===== src/rtl/gpio_regblock_pkg.sv =====
// Package: shared offsets and decoded access kinds for the GPIO register block.
// Assumes byte offsets on a word-wide bus; all offsets fit in 8 bits.
package gpio_regblock_pkg;
    localparam int unsigned OFS_LEVEL = 32'h00;
    localparam int unsigned OFS_DIR   = 32'h04;
    localparam int unsigned OFS_SET   = 32'h08;
    localparam int unsigned OFS_CLR   = 32'h0C;
    localparam int unsigned OFS_EDGE0 = 32'h10;
    localparam int unsigned OFS_EDGE1 = 32'h14;
    localparam int unsigned OFS_EDGE2 = 32'h18;
    localparam int unsigned OFS_AUX   = 32'h20;

    typedef enum logic [2:0] {
        WK_NONE, WK_DIR, WK_SET, WK_CLR, WK_AUX, WK_EDGE, WK_BAD
    } wr_kind_t;

    typedef enum logic [2:0] {
        RK_NONE, RK_LEVEL, RK_DIR, RK_AUX, RK_BAD
    } rd_kind_t;
endpackage


===== src/rtl/gpio_decode.sv =====
// Module: gpio_decode
// Purely combinational address decoder. It classifies the current write and
// read strobes into access kinds. Assumes at most one write and one read per cycle.
module gpio_decode
    import gpio_regblock_pkg::*;
#(
    parameter int ADDR_W = 8
) (
    input  logic              wr,
    input  logic              rd,
    input  logic [ADDR_W-1:0] addr,
    output wr_kind_t          wr_kind,
    output rd_kind_t          rd_kind
);
    // Classify a write strobe by offset.
    always_comb begin
        wr_kind = WK_NONE;
        if (wr) begin
            if (addr == ADDR_W'(OFS_DIR))        wr_kind = WK_DIR;
            else if (addr == ADDR_W'(OFS_SET))   wr_kind = WK_SET;
            else if (addr == ADDR_W'(OFS_CLR))   wr_kind = WK_CLR;
            else if (addr == ADDR_W'(OFS_AUX))   wr_kind = WK_AUX;
            else if (addr == ADDR_W'(OFS_EDGE0) || addr == ADDR_W'(OFS_EDGE1) ||
                     addr == ADDR_W'(OFS_EDGE2)) wr_kind = WK_EDGE;
            else                                 wr_kind = WK_BAD;
        end
    end

    // Classify a read strobe by offset.
    always_comb begin
        rd_kind = RK_NONE;
        if (rd) begin
            if (addr == ADDR_W'(OFS_LEVEL))      rd_kind = RK_LEVEL;
            else if (addr == ADDR_W'(OFS_DIR))   rd_kind = RK_DIR;
            else if (addr == ADDR_W'(OFS_AUX))   rd_kind = RK_AUX;
            else                                 rd_kind = RK_BAD;
        end
    end
endmodule


===== src/rtl/gpio_regs.sv =====
// Module: gpio_regs
// Holds the level, direction and auxiliary registers.
// Set and clear updates are gated on overlap with the direction register.
// When the gate passes, the full mask is applied.
// Assumes synchronous active-low reset to zero.
module gpio_regs
    import gpio_regblock_pkg::*;
#(
    parameter int W = 32
) (
    input  logic         clk,
    input  logic         rst_n,
    input  wr_kind_t     wr_kind,
    input  logic [W-1:0] wdata,
    output logic [W-1:0] level,
    output logic [W-1:0] dir,
    output logic [W-1:0] aux,
    output logic         input_err
);
    logic hits_output;

    // Does the written mask touch any output-configured pin?
    always_comb hits_output = |(wdata & dir);

    // Flag set/clear writes that touch no output pin.
    always_comb input_err = (wr_kind == WK_SET || wr_kind == WK_CLR) && !hits_output;

    // Register updates per decoded write kind.
    always_ff @(posedge clk) begin
        if (!rst_n) begin
            level <= '0;
            dir   <= '0;
            aux   <= '0;
        end else begin
            unique case (wr_kind)
                WK_DIR: dir <= wdata;
                WK_AUX: aux <= wdata;
                WK_SET: if (hits_output) level <= level | wdata;
                WK_CLR: if (hits_output) level <= level & ~wdata;
                default: ;
            endcase
        end
    end
endmodule


===== src/rtl/gpio_readback.sv =====
// Module: gpio_readback
// Registered read-data mux. Data is returned one cycle after the strobe
// and held between reads. Unmapped reads return zero.
module gpio_readback
    import gpio_regblock_pkg::*;
#(
    parameter int W = 32
) (
    input  logic         clk,
    input  logic         rst_n,
    input  rd_kind_t     rd_kind,
    input  logic [W-1:0] level,
    input  logic [W-1:0] dir,
    input  logic [W-1:0] aux,
    output logic [W-1:0] rdata
);
    // Capture the selected register on each read strobe.
    always_ff @(posedge clk) begin
        if (!rst_n) begin
            rdata <= '0;
        end else begin
            unique case (rd_kind)
                RK_LEVEL: rdata <= level;
                RK_DIR:   rdata <= dir;
                RK_AUX:   rdata <= aux;
                RK_BAD:   rdata <= '0;
                default:  ;
            endcase
        end
    end
endmodule


===== src/rtl/gpio_regblock.sv =====
// Module: gpio_regblock (top)
// A 32-bit register-mapped GPIO controller. The level register drives the
// pin data and the direction register drives the output enables.
// Interrupt outputs are tied inactive.
// Assumes whole-word accesses only.
module gpio_regblock
    import gpio_regblock_pkg::*;
#(
    parameter int W       = 32,
    parameter int ADDR_W  = 8,
    parameter int IRQ_LOW = 8
) (
    input  logic               clk,
    input  logic               rst_n,
    input  logic               bus_wr,
    input  logic               bus_rd,
    input  logic [ADDR_W-1:0]  bus_addr,
    input  logic [W-1:0]       bus_wdata,
    output logic [W-1:0]       bus_rdata,
    output logic [W-1:0]       pin_out,
    output logic [W-1:0]       pin_oe,
    output logic               err_bad_rd,
    output logic               err_bad_wr,
    output logic               err_input_wr,
    output logic [IRQ_LOW-1:0] irq_low,
    output logic               irq_high
);
    wr_kind_t     wr_kind;
    rd_kind_t     rd_kind;
    logic [W-1:0] level, dir, aux;

    gpio_decode #(.ADDR_W(ADDR_W)) u_dec (
        .wr(bus_wr), .rd(bus_rd), .addr(bus_addr),
        .wr_kind(wr_kind), .rd_kind(rd_kind)
    );

    gpio_regs #(.W(W)) u_regs (
        .clk(clk), .rst_n(rst_n), .wr_kind(wr_kind), .wdata(bus_wdata),
        .level(level), .dir(dir), .aux(aux), .input_err(err_input_wr)
    );

    gpio_readback #(.W(W)) u_rb (
        .clk(clk), .rst_n(rst_n), .rd_kind(rd_kind),
        .level(level), .dir(dir), .aux(aux), .rdata(bus_rdata)
    );

    // Drive pins and the access error pulses.
    always_comb begin
        pin_out    = level;
        pin_oe     = dir;
        err_bad_wr = (wr_kind == WK_BAD);
        err_bad_rd = (rd_kind == RK_BAD);
    end

    // Interrupt lines exist but are never raised.
    for (genvar gi = 0; gi < IRQ_LOW; gi++) begin : g_irq_tie
        assign irq_low[gi] = 1'b0;
    end
    assign irq_high = 1'b0;
endmodule


===== config.mk =====
export PLATFORM = sky130hd
export DESIGN_NAME = gpio_regblock
export DESIGN_NICKNAME = d
export VERILOG_FILES = /design/src/rtl/gpio_regblock_pkg.sv /design/src/rtl/gpio_decode.sv /design/src/rtl/gpio_regs.sv /design/src/rtl/gpio_readback.sv /design/src/rtl/gpio_regblock.sv
export SDC_FILE = /design/constraint.sdc
export NUM_CORES = 1
export LEC_CHECK = 0
export BUFFER_PORTS_ARGS = -buffer_cell sky130_fd_sc_hd__buf_2
export CORE_MARGIN = 2
export CORE_UTILIZATION = 40
export CTS_CLUSTER_SIZE = 14
export DETAILED_ROUTE_END_ITERATION = 10
export SYNTH_ARGS = -nofsm -noshare
export SYNTH_HDL_FRONTEND = slang
export SYNTH_SLANG_ARGS = --single-unit
export TNS_END_PERCENT = 100

===== constraint.sdc =====
create_clock -name clk -period 2.31 [get_ports clk]
set_input_delay 0.5775 -clock clk [delete_from_list [all_inputs] [get_ports clk]]
set_output_delay 0.5775 -clock clk [all_outputs]
set_load 0.02 [all_outputs]

==> summary.md <==
| Metric | Value |
|---|---|
| Final max-slew violation count | 0 |
| Number of fill cells in the layout | 1317 |
| Vias in the first global route | 5090 |
| TritonCTS clock tree | built |
| Setup WS post-layout | -0.202 ns |
| Worst setup SP type | flop |
| Max incr delay on CP | 0.34 ns |
| CTS sink count | 128 |
| Placeable Area | 13900 um2 |
| Required @ worst endpoint | 1.73 ns |
| Final Setup Violations | 1 |
| Routed vias/inst | 5.46 |
| TNS Setup | -0.202 ns |
| Total global routing track utilization | 24.4% |
| Setup bufs post-CTS | 0 |
| Worst path arrival time | 1.93 ns |
| Routed length per instance | 18.7 um |
| Worst Hold Path EP | u_regs.aux[1] |
| Sequential share of the synthesized area | 45.2% |
| Initial antenna violation count | 0 |
| Die area | 15100 um2 |
| Port Buffers | 142 |
| Critical path buffers and inverters | 1 |
| Total wire length | 18200 um |
| Hold Path Class | in -> reg |
| Most frequent cells in the layout | nand2_1 (165), buf_2 (141), dfxtp_1 (125) |
| R2R cell count | 6 |
| Hold_sp | bus_wdata[1] |
| Setup CP Type | reg -> out |
| Post-route minimum period | 2.51 ns |
| Antenna cell count | 0 |
| Remaining DRCs | 0 |
| Seq. cell area | 2570 um2 |
| Hold Violations, Final | 0 |
| Worst Tran Pin Value | 0.563 ns |
| Num rows | 43 |
| Total Power | 4.95 mW |
| Crit path capture type | primary output |
| Hold_buf cts | 0 |
| DP Worst Slack | -0.303 ns |
| Pwr per Cell Area | 671 nW/um2 |
| Max Clock Freq | 398 MHz |
| Dpl cells | 942 |
| Commonest non-fill, non-tap cell in the layout | nand2_1 |
| Crit path max-delay cell type | dfxtp_2 |
| Avg Synthesized Cell Area | 9.11 um2 |
| CP Max Fanout | 4 |
| Synthesized area | 5670 um2 |
| Clock tree root buffer cell | clkbuf_16 |
| CTS Buffer Depth | 2 |
| CP delay by family, top | compound AO/OA/AOI/OAI gates |
| Slew HR | 62.5% |
| Post-Syn Instances | 622 |
| Worst-path clk slew | 0.06 ns |
| Top-level port count | 152 |
| CP startpoint | u_regs.dir[18] |
| Failing checks | setup timing |
| P_leak | 3.23 nW |
| Final hold slack | 0.451 ns |
| Post-Layout Cell Count | 973 |
| Grt total ovfl | 0 |
| Fin crit share | 109% |
| Area leader, netlist | dfxtp_1 |
| Area of the multi-input gates | 2840 um2 |
| Final ANT Viol Nets | 0 |
| P&R area growth vs syn | 30.1% |
| First-pass GRT wire length | 28000 um |
| Synth top area share | 45.2% |
| Yosys cell types | 31 |
| Ys Warns | 0 |
| Yosys reg bits | 128 |
| Initial core utilization | 40.8% |
| Die width | 123 um |
| Die height | 123 um |
| HPWL after DPL | 12300 um |
| Reg-to-reg critical path startpoint | u_regs.dir[18] |
| Worst IR drop on VDD | 0.000533 V |
| Pre-Repair DR Iteration Count | 5 |
| Via Count | 5311 |
| Skew final | 0.00592 ns |
| RD Place Congestion | 0.808 |
| Outcome | finished with violations |
| NumNets Final | 825 |
| CTS Buf Count | 17 |
| RSZ-0062 raised after global routing | yes |
| Hold path depth | 3 |
| R2r setup slk | 0.26 ns |
| Area contributors post-synth | dfxtp_1 (45%), nand2_1 (11%), a22oi_1 (8.5%) |
| # Max-Cap Violations | 0 |
| DR iter-0 viols | 321 |
| H-tree Lvls | 4 |
| Cell Chain, Critical Path | a22o_1, a221oi_2, nand4_1, nor4_4, buf_4 |
| Layout cell share with drive strength beyond 1 | 33.9% |
| Largest net degree at the start of global routing | 57 |
| Worst-Skew Late Latency | 0.42 ns |
==> metrics by stage <==
stage	utilization, %	cell area (um2)
2_1_floorplan	-	5740
3_3_place_gp	49.0	6800
3_5_place_dp	49.0	6800
4_1_cts	53.0	7360
5_1_grt	53.1	7370
6_report	53.1	7370
==> cell usage after synthesis (all sizes together) <==
master / instances
nand2: 166
dfxtp: 128
a21boi: 64
a22oi: 64
buf: 36
o21ai: 34
mux2i: 32
o211ai: 32
clkbuf: 28
a221oi: 8
a22o: 8
nor2: 5
and2: 2
and4b: 2
nand3: 2
nand4: 2
nor4: 2
a21o: 1
a31oi: 1
conb: 1
inv: 1
nand2b: 1
nor2b: 1
nor3b: 1
==> cell type report <==
cell class,instances,area share (%)
Clock buffer,24,6.53
Clock inverter,7,0.814
Inverter,1,0.0509
Multi-Input combinational cell,437,38.6
Sequential cell,128,34.8
Tap cell,180,3.05
Timing Repair Buffer,196,16.2
==> tightest hold or removal path: cells and delay by family <==
kind	cells	cell delay [ns]
AO/OA/AOI/OAI	1	0.05
buffers and inverters	1	0.13
AND/OR/NAND/NOR	1	0.06
==> logic make-up (layout without fill, tap and decap cells) <==
group / Yosys count / in the layout / synth area share, %
AO/OA/AOI/OAI: 212 / 212 / 29.5
multiplexers: 32 / 32 / 5.65
other: 1 / 9 / 0.0662
flip-flops: 128 / 128 / 45.2
buffers and inverters: 65 / 228 / 6.40
AND/OR/NAND/NOR: 184 / 184 / 13.2
==> power by group <==
part | switching [mW] | leakage [nW] | internal, mW
Combinational | 0.159 | 1.92 | 0.0927
Clock | 0.941 | 0.273 | 1.55
Sequential | 0.00127 | 1.03 | 2.21
Total | 1.10 | 3.23 | 3.85
==> how the worst max path moves through the flow <==
stage	endpoint	slack, ns	cells after the start
global route	err_input_wr	-0.28	5
floorplan	err_input_wr	-0.01	5
global placement	err_input_wr	-0.28	6
detailed placement	err_input_wr	-0.30	6
CTS	err_input_wr	-0.25	5
finish	err_input_wr	-0.20	5
==> per-layer routing <==
| layer | GRT usage (%) | part of all wire [%] |
|---|---|---|
| met5 | 0 | 0 |
| met3 | 6.41 | 6.7 |
| met1 | 33.4 | 45 |
| met2 | 37.5 | 46 |
| met4 | 8.10 | 2.3 |
==> repair_timing <==
item                       CTS  global route
setup endpoints to repair    1             2
hold endpoints to repair     0             0
gates resized for setup      4             5
pin swaps                    1             3
Power figures use the tool's default switching activity.
